[config.mk]
export PLATFORM = sky130hd
export DESIGN_NAME = nibble_rom_mult
export DESIGN_NICKNAME = d
export VERILOG_FILES = /design/src/rtl/nrm_pkg.sv /design/src/rtl/nrm_prod_rom.sv /design/src/rtl/nrm_ctrl.sv /design/src/rtl/nrm_datapath.sv /design/src/rtl/nibble_rom_mult.sv
export SDC_FILE = /design/constraint.sdc
export NUM_CORES = 1
export LEC_CHECK = 0
export ABC_CLOCK_PERIOD_IN_PS = 6400
export BUFFER_PORTS_ARGS = -buffer_cell sky130_fd_sc_hd__buf_2
export CORE_MARGIN = 4
export CORE_UTILIZATION = 50
export DETAILED_ROUTE_END_ITERATION = 10
export GPL_TIMING_DRIVEN = 0
export MAX_ROUTING_LAYER = met4
export PLACE_DENSITY_LB_ADDON = 0.12
export SYNTH_ARGS = -nofsm -noshare
export SYNTH_HDL_FRONTEND = slang
export SYNTH_SLANG_ARGS = --single-unit
[constraint.sdc]
create_clock -name clk -period 6.4 [get_ports clk]
set_clock_uncertainty 0.05 [all_clocks]
set_input_delay 0.32 -clock clk [delete_from_list [all_inputs] [get_ports clk]]
set_output_delay 0.32 -clock clk [all_outputs]
set_load 0.1 [all_outputs]
[src/rtl/nrm_pkg.sv]
package nrm_pkg;

  // Strobes from the sequencer to the datapath
  typedef struct packed {
    logic loadOps;   // accept operands, present diagonal addresses
    logic capDiag;   // table outputs hold diagonal partial products
    logic capCross;  // table outputs hold cross partial products
    logic busy;      // an operation is in flight
  } ctrlStrobes_t;

  typedef enum logic [1:0] {
    ST_IDLE  = 2'd0,
    ST_CROSS = 2'd1,
    ST_SUM   = 2'd2
  } seqState_t;

endpackage

[src/rtl/nrm_prod_rom.sv]
module nrm_prod_rom #(
  parameter int NIB_W     = 4,
  parameter int NUM_PORTS = 2
) (
  input  logic                                  clk,
  input  logic                                  rstN,
  input  logic [NUM_PORTS-1:0][2*NIB_W-1:0]     rdAddr,
  output logic [NUM_PORTS-1:0][2*NIB_W-1:0]     rdData
);

  localparam int ADDR_W  = 2 * NIB_W;
  localparam int ENTRY_W = 2 * NIB_W;
  localparam int DEPTH   = 1 << ADDR_W;
  localparam int NIB_MAX = (1 << NIB_W) - 1;

  logic [ENTRY_W-1:0] prodTable [DEPTH];

  // Table contents: upper address nibble times lower address nibble
  for (genvar g = 0; g < DEPTH; g++) begin : g_entry
    localparam int HI_NIB = g >> NIB_W;
    localparam int LO_NIB = g & NIB_MAX;
    localparam int PROD   = HI_NIB * LO_NIB;
    assign prodTable[g] = PROD[ENTRY_W-1:0];
  end

  // Independent synchronous read ports
  for (genvar p = 0; p < NUM_PORTS; p++) begin : g_port
    always_ff @(posedge clk) begin
      rdData[p] <= prodTable[rdAddr[p]];
    end


    rd_lookup_chk: assert property (@(posedge clk) disable iff (!rstN)
      1'b1 |=> (rdData[p] == ENTRY_W'($past(rdAddr[p][ADDR_W-1:NIB_W]) *
                                      $past(rdAddr[p][NIB_W-1:0]))))
      else $error("table port %0d returned wrong nibble product", p);
  end

endmodule

[src/rtl/nrm_ctrl.sv]
module nrm_ctrl
  import nrm_pkg::*;
(
  input  logic         clk,
  input  logic         rstN,
  input  logic         inValid,
  output ctrlStrobes_t strobes
);

  seqState_t state, stateNext;

  always_comb begin
    stateNext = state;
    unique case (state)
      ST_IDLE:  if (inValid) stateNext = ST_CROSS;
      ST_CROSS: stateNext = ST_SUM;
      ST_SUM:   stateNext = ST_IDLE;
      default:  stateNext = ST_IDLE;
    endcase
  end

  always_ff @(posedge clk or negedge rstN) begin
    if (!rstN) state <= ST_IDLE;
    else       state <= stateNext;
  end

  always_comb begin
    strobes.loadOps  = (state == ST_IDLE) && inValid;
    strobes.capDiag  = (state == ST_CROSS);
    strobes.capCross = (state == ST_SUM);
    strobes.busy     = (state != ST_IDLE);
  end


  no_reaccept_chk: assert property (@(posedge clk) disable iff (!rstN)
    strobes.loadOps |=> (!strobes.loadOps && strobes.capDiag))
    else $error("start re-accepted during operation");


  phase_order_chk: assert property (@(posedge clk) disable iff (!rstN)
    strobes.capDiag |=> (strobes.capCross && !strobes.loadOps))
    else $error("cross phase not followed by sum");


  sum_to_idle_chk: assert property (@(posedge clk) disable iff (!rstN)
    strobes.capCross |=> !strobes.busy)
    else $error("sequencer did not return to idle");

endmodule

[src/rtl/nrm_datapath.sv]
module nrm_datapath
  import nrm_pkg::*;
#(
  parameter int OP_W = 8
) (
  input  logic                clk,
  input  logic                rstN,
  input  ctrlStrobes_t        strobes,
  input  logic [OP_W-1:0]     opA,
  input  logic [OP_W-1:0]     opB,
  output logic                outValid,
  output logic [2*OP_W-1:0]   product
);

  localparam int NIB_W   = OP_W / 2;
  localparam int ADDR_W  = 2 * NIB_W;
  localparam int ENTRY_W = 2 * NIB_W;
  localparam int RES_W   = 2 * OP_W;

  logic [OP_W-1:0]              aReg, bReg;
  logic [1:0][ADDR_W-1:0]       tblAddr;
  logic [1:0][ENTRY_W-1:0]      tblData;
  logic [RES_W-1:0]             diagSum;
  logic [ENTRY_W:0]             crossSum;

  // Operand capture
  always_ff @(posedge clk or negedge rstN) begin
    if (!rstN) begin
      aReg <= '0;
      bReg <= '0;
    end else if (strobes.loadOps) begin
      aReg <= opA;
      bReg <= opB;
    end
  end

  // Port scheduling: diagonal pairs straight from the inputs on acceptance,
  // cross pairs from the captured operands one cycle later
  always_comb begin
    if (strobes.loadOps) begin
      tblAddr[0] = {opA[NIB_W-1:0],    opB[NIB_W-1:0]};
      tblAddr[1] = {opA[OP_W-1:NIB_W], opB[OP_W-1:NIB_W]};
    end else begin
      tblAddr[0] = {aReg[NIB_W-1:0],    bReg[OP_W-1:NIB_W]};
      tblAddr[1] = {aReg[OP_W-1:NIB_W], bReg[NIB_W-1:0]};
    end
  end

  nrm_prod_rom #(
    .NIB_W     (NIB_W),
    .NUM_PORTS (2)
  ) i_rom (
    .clk    (clk),
    .rstN   (rstN),
    .rdAddr (tblAddr),
    .rdData (tblData)
  );

  // Shifted accumulation
  always_ff @(posedge clk or negedge rstN) begin
    if (!rstN) begin
      diagSum <= '0;
    end else if (strobes.capDiag) begin
      diagSum <= (RES_W'(tblData[1]) << OP_W) + RES_W'(tblData[0]);
    end
  end

  assign crossSum = {1'b0, tblData[0]} + {1'b0, tblData[1]};

  always_ff @(posedge clk or negedge rstN) begin
    if (!rstN) begin
      product  <= '0;
      outValid <= 1'b0;
    end else begin
      outValid <= strobes.capCross;
      if (strobes.capCross) begin
        product <= diagSum + (RES_W'(crossSum) << NIB_W);
      end
    end
  end


  diag_pp_chk: assert property (@(posedge clk) disable iff (!rstN)
    strobes.capDiag |->
      (tblData[0] == ENTRY_W'(aReg[NIB_W-1:0] * bReg[NIB_W-1:0])) &&
      (tblData[1] == ENTRY_W'(aReg[OP_W-1:NIB_W] * bReg[OP_W-1:NIB_W])))
    else $error("diagonal partial products wrong");


  cross_pp_chk: assert property (@(posedge clk) disable iff (!rstN)
    strobes.capCross |->
      (tblData[0] == ENTRY_W'(aReg[NIB_W-1:0] * bReg[OP_W-1:NIB_W])) &&
      (tblData[1] == ENTRY_W'(aReg[OP_W-1:NIB_W] * bReg[NIB_W-1:0])))
    else $error("cross partial products wrong");


  operand_hold_chk: assert property (@(posedge clk) disable iff (!rstN)
    strobes.capCross |-> ($stable(aReg) && $stable(bReg)))
    else $error("operands changed mid-operation");


  product_value_chk: assert property (@(posedge clk) disable iff (!rstN)
    outValid |-> (product == RES_W'(aReg * bReg)))
    else $error("product mismatch");


  single_pulse_chk: assert property (@(posedge clk) disable iff (!rstN)
    outValid |=> !outValid)
    else $error("result pulse longer than one cycle");


  product_hold_chk: assert property (@(posedge clk) disable iff (!rstN)
    !outValid |-> $stable(product))
    else $error("product changed without a pulse");

endmodule

[src/rtl/nibble_rom_mult.sv]
module nibble_rom_mult
  import nrm_pkg::*;
#(
  parameter int OP_W = 8
) (
  input  logic              clk,
  input  logic              rstN,
  input  logic              inValid,
  input  logic [OP_W-1:0]   opA,
  input  logic [OP_W-1:0]   opB,
  output logic              outValid,
  output logic [2*OP_W-1:0] product
);

  ctrlStrobes_t strobes;

  nrm_ctrl i_ctrl (
    .clk     (clk),
    .rstN    (rstN),
    .inValid (inValid),
    .strobes (strobes)
  );

  nrm_datapath #(
    .OP_W (OP_W)
  ) i_dp (
    .clk      (clk),
    .rstN     (rstN),
    .strobes  (strobes),
    .opA      (opA),
    .opB      (opB),
    .outValid (outValid),
    .product  (product)
  );

endmodule

### After elaboration in Yosys (flattened, before gate mapping)

Memories as Yosys holds them, arrays and structs flattened. A register that Yosys moved wholly into a read port is not among the register bits.
Index checks and enable logic that the tools add are counted.

| storage, ports and cells | value |
|---|---|
| ROM bits | 4096 |
| logic and storage cells | 21 |
| input port bits | 19 |
| memories kept | 2 |
| register bits | 51 |
| bits in latches | 0 |
| RAM bits | 0 |

Memories:

| memory | words | width | read ports | clocked after memory_dff | write ports | RTL line | RTL |
|---|---|---|---|---|---|---|---|
| (no name shown) | 256 | 8 | 1 | 1 | 0 | nrm_prod_rom.sv:29 | `rdData[p] <= prodTable[rdAddr[p]];` |
| (no name shown) | 256 | 8 | 1 | 1 | 0 | nrm_prod_rom.sv:29 |  |

| cells by class | value |
|---|---|
| bitwise gates (word level) | 2 |
| equality and inequality tests | 3 |
| order comparisons | 0 |
| mux-type cells | 3 |
| shifts and indexed selects | 0 |
| $mul | 0 |
| reductions and logical operators | 2 |
| divide/modulo/power cells | 0 |
| add/sub/neg operators | 3 |

Operators with widths:

| operator | count |
|---|---|
| $not A8 Y9 | 2 |
| $add A16 B13 Y16 | 1 |
| $add A16 B8 Y16 | 1 |
| $mux W16 | 1 |
| $add A8 B8 Y9 | 1 |
| $pmux W2 S2 | 1 |
| $eq A2 B1 Y1 const B | 1 |
| $eq A2 B2 Y1 const B | 1 |
| $logic_not A2 Y1 | 1 |
| $mux W2 | 1 |
| $ne A2 B2 Y1 const B | 1 |
| $logic_and A1 B1 Y1 | 1 |

### Logic depth before layout (Yosys ltp)

Gate-level depths: netlist of the first run.

| depth | value |
|---|---|
| word-level depth | 4 |
| gate-level depth with buffers | 14 |

### Modules after synthesis

From an unflattened synthesis of the first run, not the netlist that was laid out.

| second synthesis, totals | value |
|---|---|
| cells, all modules | 658 |
| area, all modules | 5474.0 µm² |

By module, submodules not included:

| module | cells each | area each (µm²) | instances |
|---|---|---|---|
| nrm_prod_rom | 416 | 2766.4 | 1 |
| nrm_datapath | 233 | 2610.0 | 1 |
| nrm_ctrl | 9 | 97.6 | 1 |

### Worst setup path before layout of the first run

Ideal clock, no wire load.

| path | value |
|---|---|
| path kind | reg-to-reg |
| from | register i_ctrl.state[1] |
| to | register i_dp.i_rom.rdData[13] (netlist name) |
| slack | 2902 ps |
| path buffers | 4 |
| library setup time | 138 ps |
| stages on the path, launching flop included | 14 |
| arrival time | 3310 ps |
| cell sequence | dfrtp_1 or3b_1 buf_6 clkinv_4 buf_2 mux2i_1 inv_1 ha_1 buf_1 buf_2 a221oi_1 o32ai_1 a2111oi_2 o211ai_1 |

| on the way | value |
|---|---|
| cells in the longest elaborated chain, start to end | 4 |

RTL lines:

| element | RTL line | RTL |
|---|---|---|
| start, declared | nrm_ctrl.sv:10 | `seqState_t state, stateNext;` |
| start signal, assigned | nrm_ctrl.sv:24 | `else state <= stateNext;` |
| $logic_not A2 Y1 | nrm_ctrl.sv:28 | `strobes.loadOps = (state == ST_IDLE) && inValid;` |
| $logic_and A1 B1 Y1 | nrm_ctrl.sv:28 |  |
| $mux W16 | nrm_datapath.sv:40 | `if (strobes.loadOps) begin` |
| $not A8 Y9 (implied by the code) | nrm_prod_rom.sv:29 |  |
| end, declared | nrm_prod_rom.sv:8 | `output logic [NUM_PORTS-1:0][2*NIB_W-1:0] rdData` |

No other way between the ends.
A chain may end at the register's enable or synchronous reset.

### Worst setup path in the final report of the first run

Same ends and word-level chain as after synthesis.

==> flow_metrics.tcl, run 1 <==
set metrics [dict create \
    design_area_um2 7110 \
    h-tree-depth 3 \
    maxSlewViolCount 0 \
    regArea_um2 1600 \
    fin_util_pct 56.3 \
    hold_class "input port to async pin" \
    grt.overflow.total 0 \
    powerDensity_nw_per_um2 517 \
    ys_warn_count 0 \
    fill_cells 1185 \
    leakagePower_nw 3.09 \
    drt-wirelength-per-cell_um 22.5 \
    ant_nets 0 \
    yosysSeqAreaShare_pct 24.8 \
    grt_pass1_wl_mm 34.8 \
    cts_sinks 67 \
    crit_chain "or3b_1, buf_6, clkinv_4, buf_2, mux2i_1, inv_1, ha_1, buf_1, xor2_1, a221o_1, a22oi_1, a21boi_0, a211o_1, o211ai_1" \
    grt_setup_unrepaired "no" \
    synthCells 768 \
    path_clk_slew_ns 0.07 \
    synth_fp_nets 825 \
    multiInputGateArea_um2 4380 \
    diodes 0 \
    slew_headroom_pct 18.4 \
    gp_congestion 0.968 \
    drtIter0Drc 860 \
    finalHoldViolCount 0 \
    crit_path_max_incr_delay_ns 0.77 \
    setup_viol 0 \
    clock_latency_ns 0.35 \
    syn-cell-area_um2 6430 \
    period_share_pct 72.1 \
    drt_wl_total_mm 22.3 \
    tritoncts "built" \
    syn_to_final_growth_pct 10.6 \
    synth_seq_cells 67 \
    grt_max_degree 52 \
    dpl.hpwl_mm 16.3 \
    final_nets 869 \
    start_util_pct 50.9 \
    rows 41 \
    status "finished, final reports clean" \
    clockBufferDepth 2 \
    p_sw_share_pct 53.1 \
    crit_fanout 10 \
    die_area_um2 14700 \
    cts_inserted_buffers 9 \
    die_y_um 121 \
    ys.flop_type "dfrtp_1" \
    vias 6691 \
    worstSetupPathType "register to register" \
    crit_required_ns 6.54 \
    dr.pass1.iters 7 \
    intPower_w 0.00173 \
    synth_edf_count 0 \
    io_pins 36 \
    finalSetupTns_ns 0 \
    synthArstFlopShare_pct 76.1 \
    die_w_um 121 \
    ir_drop_uv 190 \
    io_buffers 33 \
    cap_violations 0 \
    power_switching_w 0.00195 \
    grt_pass1_vias 6235 \
    cp-end-kind "register" \
    placed_cell_area_um2 6810 \
    antenna_found_initial 0 \
    cp-start-kind "register" \
    layout_common_cells "nand2_1, dfrtp_1, buf_2, a21oi_1, nor2_1" \
    power_frac_seq_pct 19.4 \
    ctsHoldBuffers 0 \
    cts_setup_buffers 0 \
    worst-endpoint-arrival_ns 4.75 \
    core_um2 12600 \
    pwr-share-comb_pct 66.6 \
    viasPerCell 6.77 \
    tightest_slew_ns 1.22 \
    layout_commonest_cell "nand2_1" \
    drc 0 \
    cts_resized 0 \
    yosysUniqueCellTypes 80 \
    slowest_stage "mux2i_1" \
    fmax_mhz 217 \
    drive_above_1_share_pct 15.3 \
    root_buffer "clkbuf_16" \
    pwr-share-clk_pct 14.0 \
    period_minus_slack_ns 4.61 \
    grt_usage_pct 30.8 \
    syn_area_per_cell_um2 8.37 \
]
-- synth_stat cells, drive strengths merged, types with 8 or more instances --
library cell	instances	share of area (%)
nand2	78	4.6
dfrtp	51	20
a21oi	46	3.6
nor2	41	2.4
o21ai	40	3.2
mux2i	38	7.2
ha	36	7.0
inv	34	2.0
buf	31	3.3
clkbuf	28	1.6
nand2b	26	2.5
nand3	25	1.9
mux2	24	4.3
a211oi	21	2.6
dfxtp	16	5.0
o211ai	15	1.8
a221oi	14	1.9
a21o	13	1.5
xnor2	13	1.8
a31oi	11	1.1
xor2	11	1.5
nor3	10	0.78
or3	9	0.88
nor3b	8	0.93
-- power groups by stage --
stage          registers (W)  clock network (W)  logic, W
2_1_floorplan        0.00103                  0   0.00152
3_3_place_gp        0.000712                  0   0.00234
3_5_place_dp        0.000722                  0   0.00238
4_1_cts             0.000715           0.000519   0.00239
5_1_grt             0.000734           0.000538   0.00265
6_report            0.000714           0.000514   0.00245
-- worst max-delay path, delay by kind of cell (launching register included) --
family | cells | cell delay [ns]
fa+ha+maj | 1 | 0.28
buf+inv | 5 | 1.08
simple gates | 1 | 0.42
flops | 1 | 0.46
xor+xnor | 1 | 0.20
compound gates | 5 | 1.20
mux | 1 | 0.77
-- metrics by stage --
stage | total power, W | std cells | hold slack [ns] | worst slack, ns
global placement | 0.00306 | 973 | 0.396 | 1.94
finish | 0.00368 | 989 | 0.185 | 1.79
global route | 0.00392 | 989 | 0.260 | 1.59
CTS | 0.00363 | 989 | 0.219 | 1.91
floorplan | 0.00254 | 768 | -0.0256 | 2.90
detailed placement | 0.00310 | 973 | 0.400 | 1.94
-- final timing paths --
check	from	to	slack (ns)	cells past startpoint
max	i_ctrl.state[1]$_DFFE_PN0P_	i_dp.i_rom.rdData[13]$_DFF_P_	1.79	14
min	rstN	i_dp.aReg[3]$_DFFE_PN0N_	0.18	1
max reg2reg	i_ctrl.state[1]$_DFFE_PN0P_	i_dp.i_rom.rdData[13]$_DFF_P_	1.79	14
min reg2reg	i_dp.diagSum[0]$_DFFE_PN0N_	i_dp.product[0]$_DFFE_PN0P_	0.41	2
max in group asynchronous	rstN	i_dp.bReg[6]$_DFFE_PN0N_	5.36	1
min in group clk	opB[1]	i_dp.bReg[1]$_DFFE_PN0N_	0.23	3
-- cell type report --
class | instances | share of cell area, %
Tap cell | 172 | 3.03
Clock inverter | 7 | 1.06
Sequential cell | 67 | 22.5
Multi-Input combinational cell | 607 | 61.6
Clock buffer | 9 | 3.17
Buffer | 59 | 4.44
Timing Repair Buffer | 33 | 2.32
Inverter | 35 | 1.92
-- cells by family (layout without fill, tap and decap cells) --
kind of cell / after synthesis / in the layout / synth area share, %
fa+ha+maj: 38 / 38 / 7.63
flops: 67 / 67 / 24.8
mux: 62 / 62 / 11.5
compound gates: 247 / 247 / 27.3
simple gates: 236 / 236 / 18.5
buf+inv: 94 / 143 / 7.03
xor+xnor: 24 / 24 / 3.27
-- routing by layer --
metal / global-route usage, % / wire length (um)
met4: 9.38 / 548
met3: 5.78 / 2310
met2: 47.6 / 10100
met1: 41.2 / 9250
met5: - / 0
-- state kept, by name (all words and copies together) (netlist names) --
signal	cells
i_dp.outValid	1
i_dp.i_rom.rdData	16
i_dp.aReg	8
i_dp.diagSum	16
i_dp.bReg	8
i_dp.product	16
i_ctrl.state	2
Power figures use the tool's default switching activity.
==> run 2, diff against run 1 <==
- ABC_CLOCK_PERIOD_IN_PS: 6400 -> 4800
- clock period: 6.4 -> 4.8 ns (I/O delays scaled with it)
==> run 2 against run 1 <==
Sequential share of layout area about the same. Largest cell class unchanged. Core utilization about the same. Worst hold slack worse by 0.082 ns. Final cell count unchanged. Clock power up 33%. Critical path type unchanged. Register-to-register slack worse by 1.6 ns. Worst setup slack worse by 1.6 ns. Critical path depth down 1. Non-clock buffer count unchanged.
==> flow_metrics.tcl, run 2 (synthesis results as in run 1) <==
set metrics [dict create \
    drc 0 \
    start_util_pct 50.9 \
    setup_viol 0 \
    reg.largest.list "i_dp.diagSum x16, i_dp.i_rom.rdData x16, i_dp.product x16" \
    crit_fanout 10 \
    grt_usage_pct 30.8 \
    p_sw_share_pct 53.0 \
    vias 6594 \
    layout_common_cells "nand2_1, dfrtp_1, buf_2, a21oi_1, nor2_1" \
    cts_inserted_buffers 9 \
    antenna_found_initial 0 \
    cp-end-kind "register" \
    path_clk_slew_ns 0.07 \
    drtIter0Drc 845 \
    status "finished, final reports clean" \
    syn_to_final_growth_pct 10.6 \
    maxSlewViolCount 0 \
    fmax_mhz 217 \
    finalHoldViolCount 0 \
    viasPerCell 6.67 \
    die_area_um2 14700 \
    slew_headroom_pct 18.7 \
    cts_setup_buffers 0 \
    power_frac_seq_pct 19.4 \
    core_um2 12600 \
    ant_nets 0 \
    intPower_w 0.00230 \
    cts_sinks 67 \
    period_minus_slack_ns 4.60 \
    layout_commonest_cell "nand2_1" \
    cap_violations 0 \
    clock_latency_ns 0.34 \
    power_switching_w 0.00260 \
    dpl.hpwl_mm 16.3 \
    pwr-share-comb_pct 66.6 \
    final_nets 869 \
    total_power_w 0.00490 \
    grt_setup_unrepaired "no" \
    io_pins 36 \
    die_w_um 121 \
    hold_class "input port to async pin" \
    worstSetupPathType "register to register" \
    worst-endpoint-arrival_ns 4.77 \
    crit_required_ns 4.97 \
    tightest_slew_ns 1.22 \
    leakagePower_nw 3.09 \
    grt_pass1_vias 6235 \
    powerDensity_nw_per_um2 689 \
    grt_pass1_wl_mm 34.8 \
    grt_max_degree 52 \
    diodes 0 \
    drive_above_1_share_pct 15.4 \
    period_share_pct 95.8 \
    h-tree-depth 3 \
    ir_drop_uv 254 \
    root_buffer "clkbuf_16" \
    io_buffers 33 \
    gp_congestion 0.968 \
    drt_wl_total_mm 22.2 \
    finalSetupTns_ns 0 \
    clockBufferDepth 2 \
    grt.overflow.total 0 \
    drt-wirelength-per-cell_um 22.4 \
    die_y_um 121 \
    cp-start-kind "register" \
    dr.pass1.iters 5 \
    tritoncts "built" \
    pwr-share-clk_pct 13.9 \
    rows 41 \
]
[run 2: cell count changes in the layout (fill, tap and decap cells not counted)]
cell     change
mux2i_1      -1
mux2i_2      +1
[run 2: per-layer routing]
| metal | share of wire [%] | routed length [um] | vias to the layer above | GRT usage (%) |
|---|---|---|---|---|
| met5 | 0 | 0 | - | - |
| met4 | 2.4 | 527 | 0 | 9.38 |
| met3 | 10 | 2250 | 53 | 5.78 |
| met2 | 46 | 10200 | 426 | 47.6 |
| met1 | 42 | 9230 | 3142 | 41.2 |
| li1 | - | - | 2973 | - |
[run 2: final timing paths]
| path | depth (start not counted) | end | from | slack [ns] |
|---|---|---|---|---|
| hold reg to reg | 2 | i_dp.product[0]$_DFFE_PN0P_ | i_dp.diagSum[0]$_DFFE_PN0N_ | 0.41 |
| hold / removal | 1 | i_dp.aReg[3]$_DFFE_PN0N_ | rstN | 0.10 |
| min in group clk | 3 | i_dp.bReg[1]$_DFFE_PN0N_ | opB[1] | 0.15 |
| setup / recovery | 13 | i_dp.i_rom.rdData[3]$_DFF_P_ | i_ctrl.state[1]$_DFFE_PN0P_ | 0.20 |
| max in group asynchronous | 1 | i_ctrl.state[0]$_DFFE_PN0P_ | rstN | 3.85 |
| setup reg to reg | 13 | i_dp.i_rom.rdData[3]$_DFF_P_ | i_ctrl.state[1]$_DFFE_PN0P_ | 0.20 |
[run 2: cell type report]
| type | instances | area [um^2] |
|---|---|---|
| Fill cell | 1184 | 5510 |
| Sequential cell | 67 | 1600 |
| Clock inverter | 7 | 75.1 |
| Multi-Input combinational cell | 607 | 4380 |
| Timing Repair Buffer | 33 | 165 |
| Buffer | 59 | 315 |
| Tap cell | 172 | 215 |
| Clock buffer | 9 | 225 |
| Inverter | 35 | 136 |
[run 2: what timing repair did]
| item | CTS | global route |
|---|---|---|
| hold buffers | 0 | 0 |
| endpoints found under the setup margin | 0 | 1 |
| resized for setup | 0 | 1 |
[run 2: power by group through the flow]
stage | sequential (W) | combinational, W | clock, W
final | 0.000952 | 0.00327 | 0.000683
after floorplan | 0.00137 | 0.00202 | 0
after CTS | 0.000953 | 0.00319 | 0.000692
after detailed placement | 0.000962 | 0.00317 | 0
after global routing | 0.000979 | 0.00353 | 0.000717
after global placement | 0.000950 | 0.00312 | 0
[run 2: per-stage QoR]
stage | setup WS (ns) | hold slack [ns] | utilization (%) | instance area (um^2) | std cells
floorplan | 1.30 | -0.106 | - | 6430 | 768
global placement | 0.336 | 0.396 | 53.9 | 6810 | 973
detailed placement | 0.343 | 0.400 | 53.9 | 6810 | 973
CTS | 0.313 | 0.139 | 56.3 | 7110 | 989
global route | 0.0501 | 0.180 | 56.4 | 7110 | 989
finish | 0.200 | 0.103 | 56.4 | 7110 | 989
[run 2: worst max-delay path, stage by stage (launching register included)]
cell and delay (ns):
dfrtp_1 0.46, or3b_1 0.41, buf_6 0.15, clkinv_4 0.13, mux2i_1 0.88, inv_1 0.21
ha_1 0.34, clkbuf_1 0.43, inv_1 0.25, o22ai_1 0.35, nor4_1 0.09, o21ai_0 0.23
o311ai_0 0.22, a22o_1 0.27
